## src/rtl/sclk_accgen_pkg.sv

```systemverilog
package sclk_accgen_pkg;

    // Run state of the serial clock generator.
    typedef enum logic [1:0] {
        SG_IDLE  = 2'd0,  // stopped, clock parked at idle level
        SG_LEAD  = 2'd1,  // running, clock at idle level
        SG_TRAIL = 2'd2   // running, clock at active level
    } sg_state_e;

    // Strobe indices inside the strobe vector.
    localparam int STB_LAUNCH = 0;
    localparam int STB_LATCH  = 1;
    localparam int STB_COUNT  = 2;

endpackage

```

## src/rtl/sclk_accgen_accum.sv

```systemverilog
module sclk_accgen_accum #(
    parameter int FCW_W = 16,
    parameter int ACC_W = 12
) (
    input  logic             clk,
    input  logic             rst_n,
    input  logic             clear_i,
    input  logic             advance_i,
    input  logic             double_rate_i,
    input  logic             loop_reset_i,
    input  logic [FCW_W-1:0] fcw_i,
    output logic             carry_o
);
    localparam logic [ACC_W:0] FULL_MOD = (ACC_W+1)'(1) << (ACC_W - 1);
    localparam logic [ACC_W:0] HALF_MOD = FULL_MOD >> 1;
    localparam int             PAD_W    = FCW_W - ACC_W - 1;

    logic [ACC_W-1:0] acc_q;
    logic [ACC_W:0]   modulus;
    logic [ACC_W:0]   step;
    logic [ACC_W:0]   sum;
    logic [ACC_W:0]   wrapped;

    always_comb begin
        modulus = double_rate_i ? HALF_MOD : FULL_MOD;
        if (fcw_i >= {{PAD_W{1'b0}}, modulus}) begin
            step = modulus;
        end else begin
            step = fcw_i[ACC_W:0];
        end
        sum     = {1'b0, acc_q} + step;
        carry_o = advance_i && (sum >= modulus);
        wrapped = loop_reset_i ? '0 : (sum - modulus);
    end

    always_ff @(posedge clk or negedge rst_n) begin
        if (!rst_n) begin
            acc_q <= '0;
        end else if (clear_i) begin
            acc_q <= '0;
        end else if (advance_i) begin
            acc_q <= carry_o ? wrapped[ACC_W-1:0] : sum[ACC_W-1:0];
        end
    end

endmodule

```

## src/rtl/sclk_accgen_strobe.sv

```systemverilog
module sclk_accgen_strobe #(
    parameter int N = 2
) (
    input  logic         clk,
    input  logic         rst_n,
    input  logic         fire_i,
    input  logic         edge_rising_i,
    input  logic [N-1:0] rise_sel_i,
    output logic [N-1:0] pulse_o
);
    for (genvar g = 0; g < N; g++) begin : g_stb
        logic pulse_q;
        always_ff @(posedge clk or negedge rst_n) begin
            if (!rst_n) begin
                pulse_q <= 1'b0;
            end else begin
                pulse_q <= fire_i && (edge_rising_i == rise_sel_i[g]);
            end
        end
        assign pulse_o[g] = pulse_q;
    end

endmodule

```

## src/rtl/sclk_accgen.sv

```systemverilog
module sclk_accgen
    import sclk_accgen_pkg::*;
#(
    parameter int FCW_W    = 16,
    parameter int ACC_W    = 12,
    parameter int FAST_FCW = 1024
) (
    input  logic             clk,
    input  logic             rst_n,
    input  logic             enable_i,
    input  logic             sel_i,
    input  logic             gate_idle_i,
    input  logic             cpol_i,
    input  logic             launch_rise_i,
    input  logic             latch_rise_i,
    input  logic             double_rate_i,
    input  logic             loop_reset_i,
    input  logic [FCW_W-1:0] fcw_i,
    output logic             sclk_o,
    output logic             launch_o,
    output logic             latch_o,
    output logic             fast_path_o
);
    localparam logic [FCW_W-1:0] FAST_LIMIT = FCW_W'(FAST_FCW);

    sg_state_e state_q, state_nx;
    logic      go;
    logic      advance;
    logic      carry;
    logic      edge_rising;
    logic      fast_q;
    logic [STB_COUNT-1:0] rise_sel;
    logic [STB_COUNT-1:0] pulses;

    assign go      = enable_i && (sel_i || !gate_idle_i);
    assign advance = go && (state_q != SG_IDLE);

    sclk_accgen_accum #(
        .FCW_W(FCW_W),
        .ACC_W(ACC_W)
    ) u_accum (
        .clk          (clk),
        .rst_n        (rst_n),
        .clear_i      (!advance),
        .advance_i    (advance),
        .double_rate_i(double_rate_i),
        .loop_reset_i (loop_reset_i),
        .fcw_i        (fcw_i),
        .carry_o      (carry)
    );

    // State register.
    always_ff @(posedge clk or negedge rst_n) begin
        if (!rst_n) begin
            state_q <= SG_IDLE;
        end else begin
            state_q <= state_nx;
        end
    end

    // Next-state logic.
    always_comb begin
        state_nx = state_q;
        unique case (state_q)
            SG_IDLE: begin
                if (go) state_nx = SG_LEAD;
            end
            SG_LEAD: begin
                if (!go)        state_nx = SG_IDLE;
                else if (carry) state_nx = SG_TRAIL;
            end
            SG_TRAIL: begin
                if (!go)        state_nx = SG_IDLE;
                else if (carry) state_nx = SG_LEAD;
            end
            default: state_nx = SG_IDLE;
        endcase
    end

    // Leading edge rises when idle level is low; trailing edge rises otherwise.
    assign edge_rising          = (state_q == SG_LEAD) ^ cpol_i;
    assign rise_sel[STB_LAUNCH] = launch_rise_i;
    assign rise_sel[STB_LATCH]  = latch_rise_i;

    sclk_accgen_strobe #(
        .N(STB_COUNT)
    ) u_strobe (
        .clk          (clk),
        .rst_n        (rst_n),
        .fire_i       (carry),
        .edge_rising_i(edge_rising),
        .rise_sel_i   (rise_sel),
        .pulse_o      (pulses)
    );

    // Output process: sampling-path flag tracks the word only while stopped.
    always_ff @(posedge clk or negedge rst_n) begin
        if (!rst_n) begin
            fast_q <= 1'b0;
        end else if (state_q == SG_IDLE) begin
            fast_q <= (fcw_i > FAST_LIMIT);
        end
    end

    assign sclk_o      = (state_q == SG_TRAIL) ^ cpol_i;
    assign launch_o    = pulses[STB_LAUNCH];
    assign latch_o     = pulses[STB_LATCH];
    assign fast_path_o = fast_q;

endmodule

```

## config.mk

```make
export PLATFORM = sky130hd
export DESIGN_NAME = sclk_accgen
export DESIGN_NICKNAME = d
export VERILOG_FILES = /design/src/rtl/sclk_accgen_pkg.sv /design/src/rtl/sclk_accgen_accum.sv /design/src/rtl/sclk_accgen_strobe.sv /design/src/rtl/sclk_accgen.sv
export SDC_FILE = /design/constraint.sdc
export NUM_CORES = 1
export LEC_CHECK = 0
export ABC_AREA = 1
export CAP_MARGIN = 20
export CELL_PAD_IN_SITES_DETAIL_PLACEMENT = 0
export CELL_PAD_IN_SITES_GLOBAL_PLACEMENT = 1
export CORE_ASPECT_RATIO = 0.75
export CORE_MARGIN = 2
export CORE_UTILIZATION = 36
export CTS_CLUSTER_SIZE = 12
export DETAILED_ROUTE_END_ITERATION = 6
export PLACE_DENSITY = 0.84
export SLEW_MARGIN = 20
export SYNTH_ARGS = -nofsm -noshare
export SYNTH_HDL_FRONTEND = slang
export SYNTH_SLANG_ARGS = --single-unit
```

## constraint.sdc

```tcl
create_clock -name clk -period 3.5 [get_ports clk]
set_input_delay 0.35 -clock clk [delete_from_list [all_inputs] [get_ports clk]]
set_output_delay 0.35 -clock clk [all_outputs]
set_load 0.02 [all_outputs]
```

==> run metrics <==
outcome finished, violations left; failing checks negative setup slack; CTS max path bufs 2; site row count 20; DRT Pass-1 Iters 5; CTS clk-pin slew, worst paths 0.07 ns; Synth top cells by count nand2_1 (53), nor2_1 (47), inv_1 (45), dfrtp_1 (17), ha_1 (16); vias per inst 4.52; xor/xnor share of the synthesized area 3.85%; routability cong. 0.869; Nets 397; Worst-Margin Slew 0.955 ns; antenna-violating nets left 0; Avg WL per Cell 12.6 µm; worst slack, placed -0.977 ns; vias in the first global route 1816; final core utilization 69.0%; Worst slew margin 36.1%; Pwr Total 0.723 mW; worst min path class primary input to flop; Core Area 4150 µm²; ant diodes 0; top cells by area, synth dfrtp_1 (27%), ha_1 (13%), nand2_1 (12%), nor2_1 (11%), inv_1 (11%); Crit path required time 3.66 ns; Final setup viols 16; FILL cells 347; Worst EP arrival 4.03 ns; share of the synthesized area in the top cell type 26.7%; die area 4980 µm²; fraction of layout instances using a drive strength above 1 43.3%; final HPWL from detailed placement 3410 µm; area delta synth->final 79.7%; register bit total from synthesis 17; IO Pins 30; IO buf count 29; largest area contributor in the netlist dfrtp_1; Post-Layout Cell Count 408; htree depth 1; total detailed-routing wirelength 5160 µm; Syn Nets 286; RSZ-0062 raised after global routing yes; Post-synth top flop dfrtp_1; fin crit period 3.87 ns; Setup Crit Path Kind primary input to flop; YS warnings 0; initial antenna violation count 0; GRT Overall Usage 22.4%; sequential fraction of the synthesis area 26.7%; Power Density 252 nW/µm²; first-pass GRT wire length 8210 µm; final worst slack -0.373 ns; Final Slew Violations 0; Num CTS Buffers 3; simple-gate share of the synthesized area 37.2%; ys async rst share 100%; Die X 80.8 µm; Synth Area in Adders 13.8%; Mapped Area 1590 µm²; Critical Path Start Type primary input; Clk Latency, worst-skew pair 0.26 ns; violation count after the first detailed-route iteration 74; multiplexer share of the synthesized area 0%; slowest stage cell, crit path ha_1; Setup crit end kind flop; Avg Inst Size Synth 6.56 µm²; worst clock skew 0.00199 ns; Crit path largest cell delay 0.30 ns; WHS 0.478 ns; Fmax 258 MHz; worst-path fanout max 6; Max Cap Viol 0; main combinational cell family by area after synthesis simple AND/OR/NAND/NOR gates; Final Hold Fails 0; pin count of the biggest net entering global routing 18; Final period util 111%; Leakage Power 1.48 nW; post-route DRC violation count 0; Starting Density 38.4%; number of synthesized flops with an enable pin 0; most frequent cell after synthesis nand2_1; via count 1845; Die Y-Extent 61.6 µm; distinct cell type count after synthesis 29; CTS tree yes; VDD IR max 0.191 mV; CTS sink count 17; area of the multi-input gates 1280 µm²; Gate Count Post-Synth 243; Placed Cells 370; storage element area 425 µm²; Root Buffer clkbuf_8; gr ovfl total 0; Synth Area in Compound Gates 7.61%
[power breakdown]
group / leakage, nW / switching, mW / internal, mW
registers: 0.230 / 0.00665 / 0.207
logic: 1.22 / 0.177 / 0.176
clock network: 0.0228 / 0.0745 / 0.0811
[kinds of logic after synthesis]
logic type / count (synthesis)
compound gates: 21
flops: 17
buf+inv: 46
fa+ha+maj: 17
simple gates: 135
xor+xnor: 7
[timing repair]
item | CTS | global route
pin swaps | 19 | 30
gates resized for setup | 88 | 33
hold buffers | 0 | 0
setup endpoints to repair | 16 | 16
cloned | 2 | 0
setup buffers | 28 | 4
[routing by layer]
metal  share of wire, %  routed length (µm)  track usage [%]  vias to the layer above
li1                   -                   -                -                      978
met1                 45                2320             28.7                      816
met4                1.3                  65             5.81                        0
met2                 49                2510             40.3                       42
met3                5.0                 259             3.08                        9
met5                  0                   0                0                        -
[registers in the layout (all words and copies together) (netlist names)]
register	flops
state_q	2
fast_path_o	1
u_accum.acc_q	12
u_strobe.g_stb.pulse_q	2
[stage by stage]
step	TNS, ns	instance area [µm²]
after floorplan	-1.67	1640
after global placement	-12.87	2330
after detailed placement	-15.13	2330
after CTS	-3.40	2670
after global routing	-9.13	2870
final	-5.56	2870
[cell usage in the layout, fill, tap and decap left out, drive strengths merged, types with 2 or more instances in the layout]
cell,synthesis,layout
buf,0,90
nand2,57,58
nor2,52,52
inv,45,45
dfrtp,17,17
ha,16,16
nand3,15,15
clkdlybuf4s50,0,12
a21oi,8,8
o21ai,7,7
xor2,5,5
nand4,4,4
clkbuf,1,4
clkdlybuf4s15,0,3
a31oi,2,2
o21bai,2,2
xnor2,2,2
or2,2,2
[area by class of cell]
| class | instances | share of cell area [%] |
|---|---|---|
| Clock buffer | 4 | 1.57 |
| Inverter | 45 | 5.90 |
| Multi-Input combinational cell | 181 | 44.5 |
| Sequential cell | 17 | 14.8 |
| Tap cell | 55 | 2.40 |
| Timing Repair Buffer | 106 | 30.7 |
[final timing paths]
kind                                   from                to  slack [ns]  depth (start not counted)
min                               fcw_i[13]       fast_path_o        0.48                          4
min reg2reg                     fast_path_o       fast_path_o        0.56                          2
min in group asynchronous             rst_n  u_accum.acc_q[4]        0.58                          1
max                               fcw_i[10]  u_accum.acc_q[3]       -0.37                         29
max in group asynchronous             rst_n       fast_path_o        2.38                          1
max reg2reg                u_accum.acc_q[0]  u_accum.acc_q[3]        0.33                         24
[worst max-delay path, delay by kind of cell]
| family | cells | cell delay (ns) |
|---|---|---|
| simple gates | 18 | 1.84 |
| compound gates | 2 | 0.36 |
| fa+ha+maj | 3 | 0.80 |
| xor+xnor | 1 | 0.22 |
| buf+inv | 5 | 0.44 |
(Power assumes the default switching activity.)
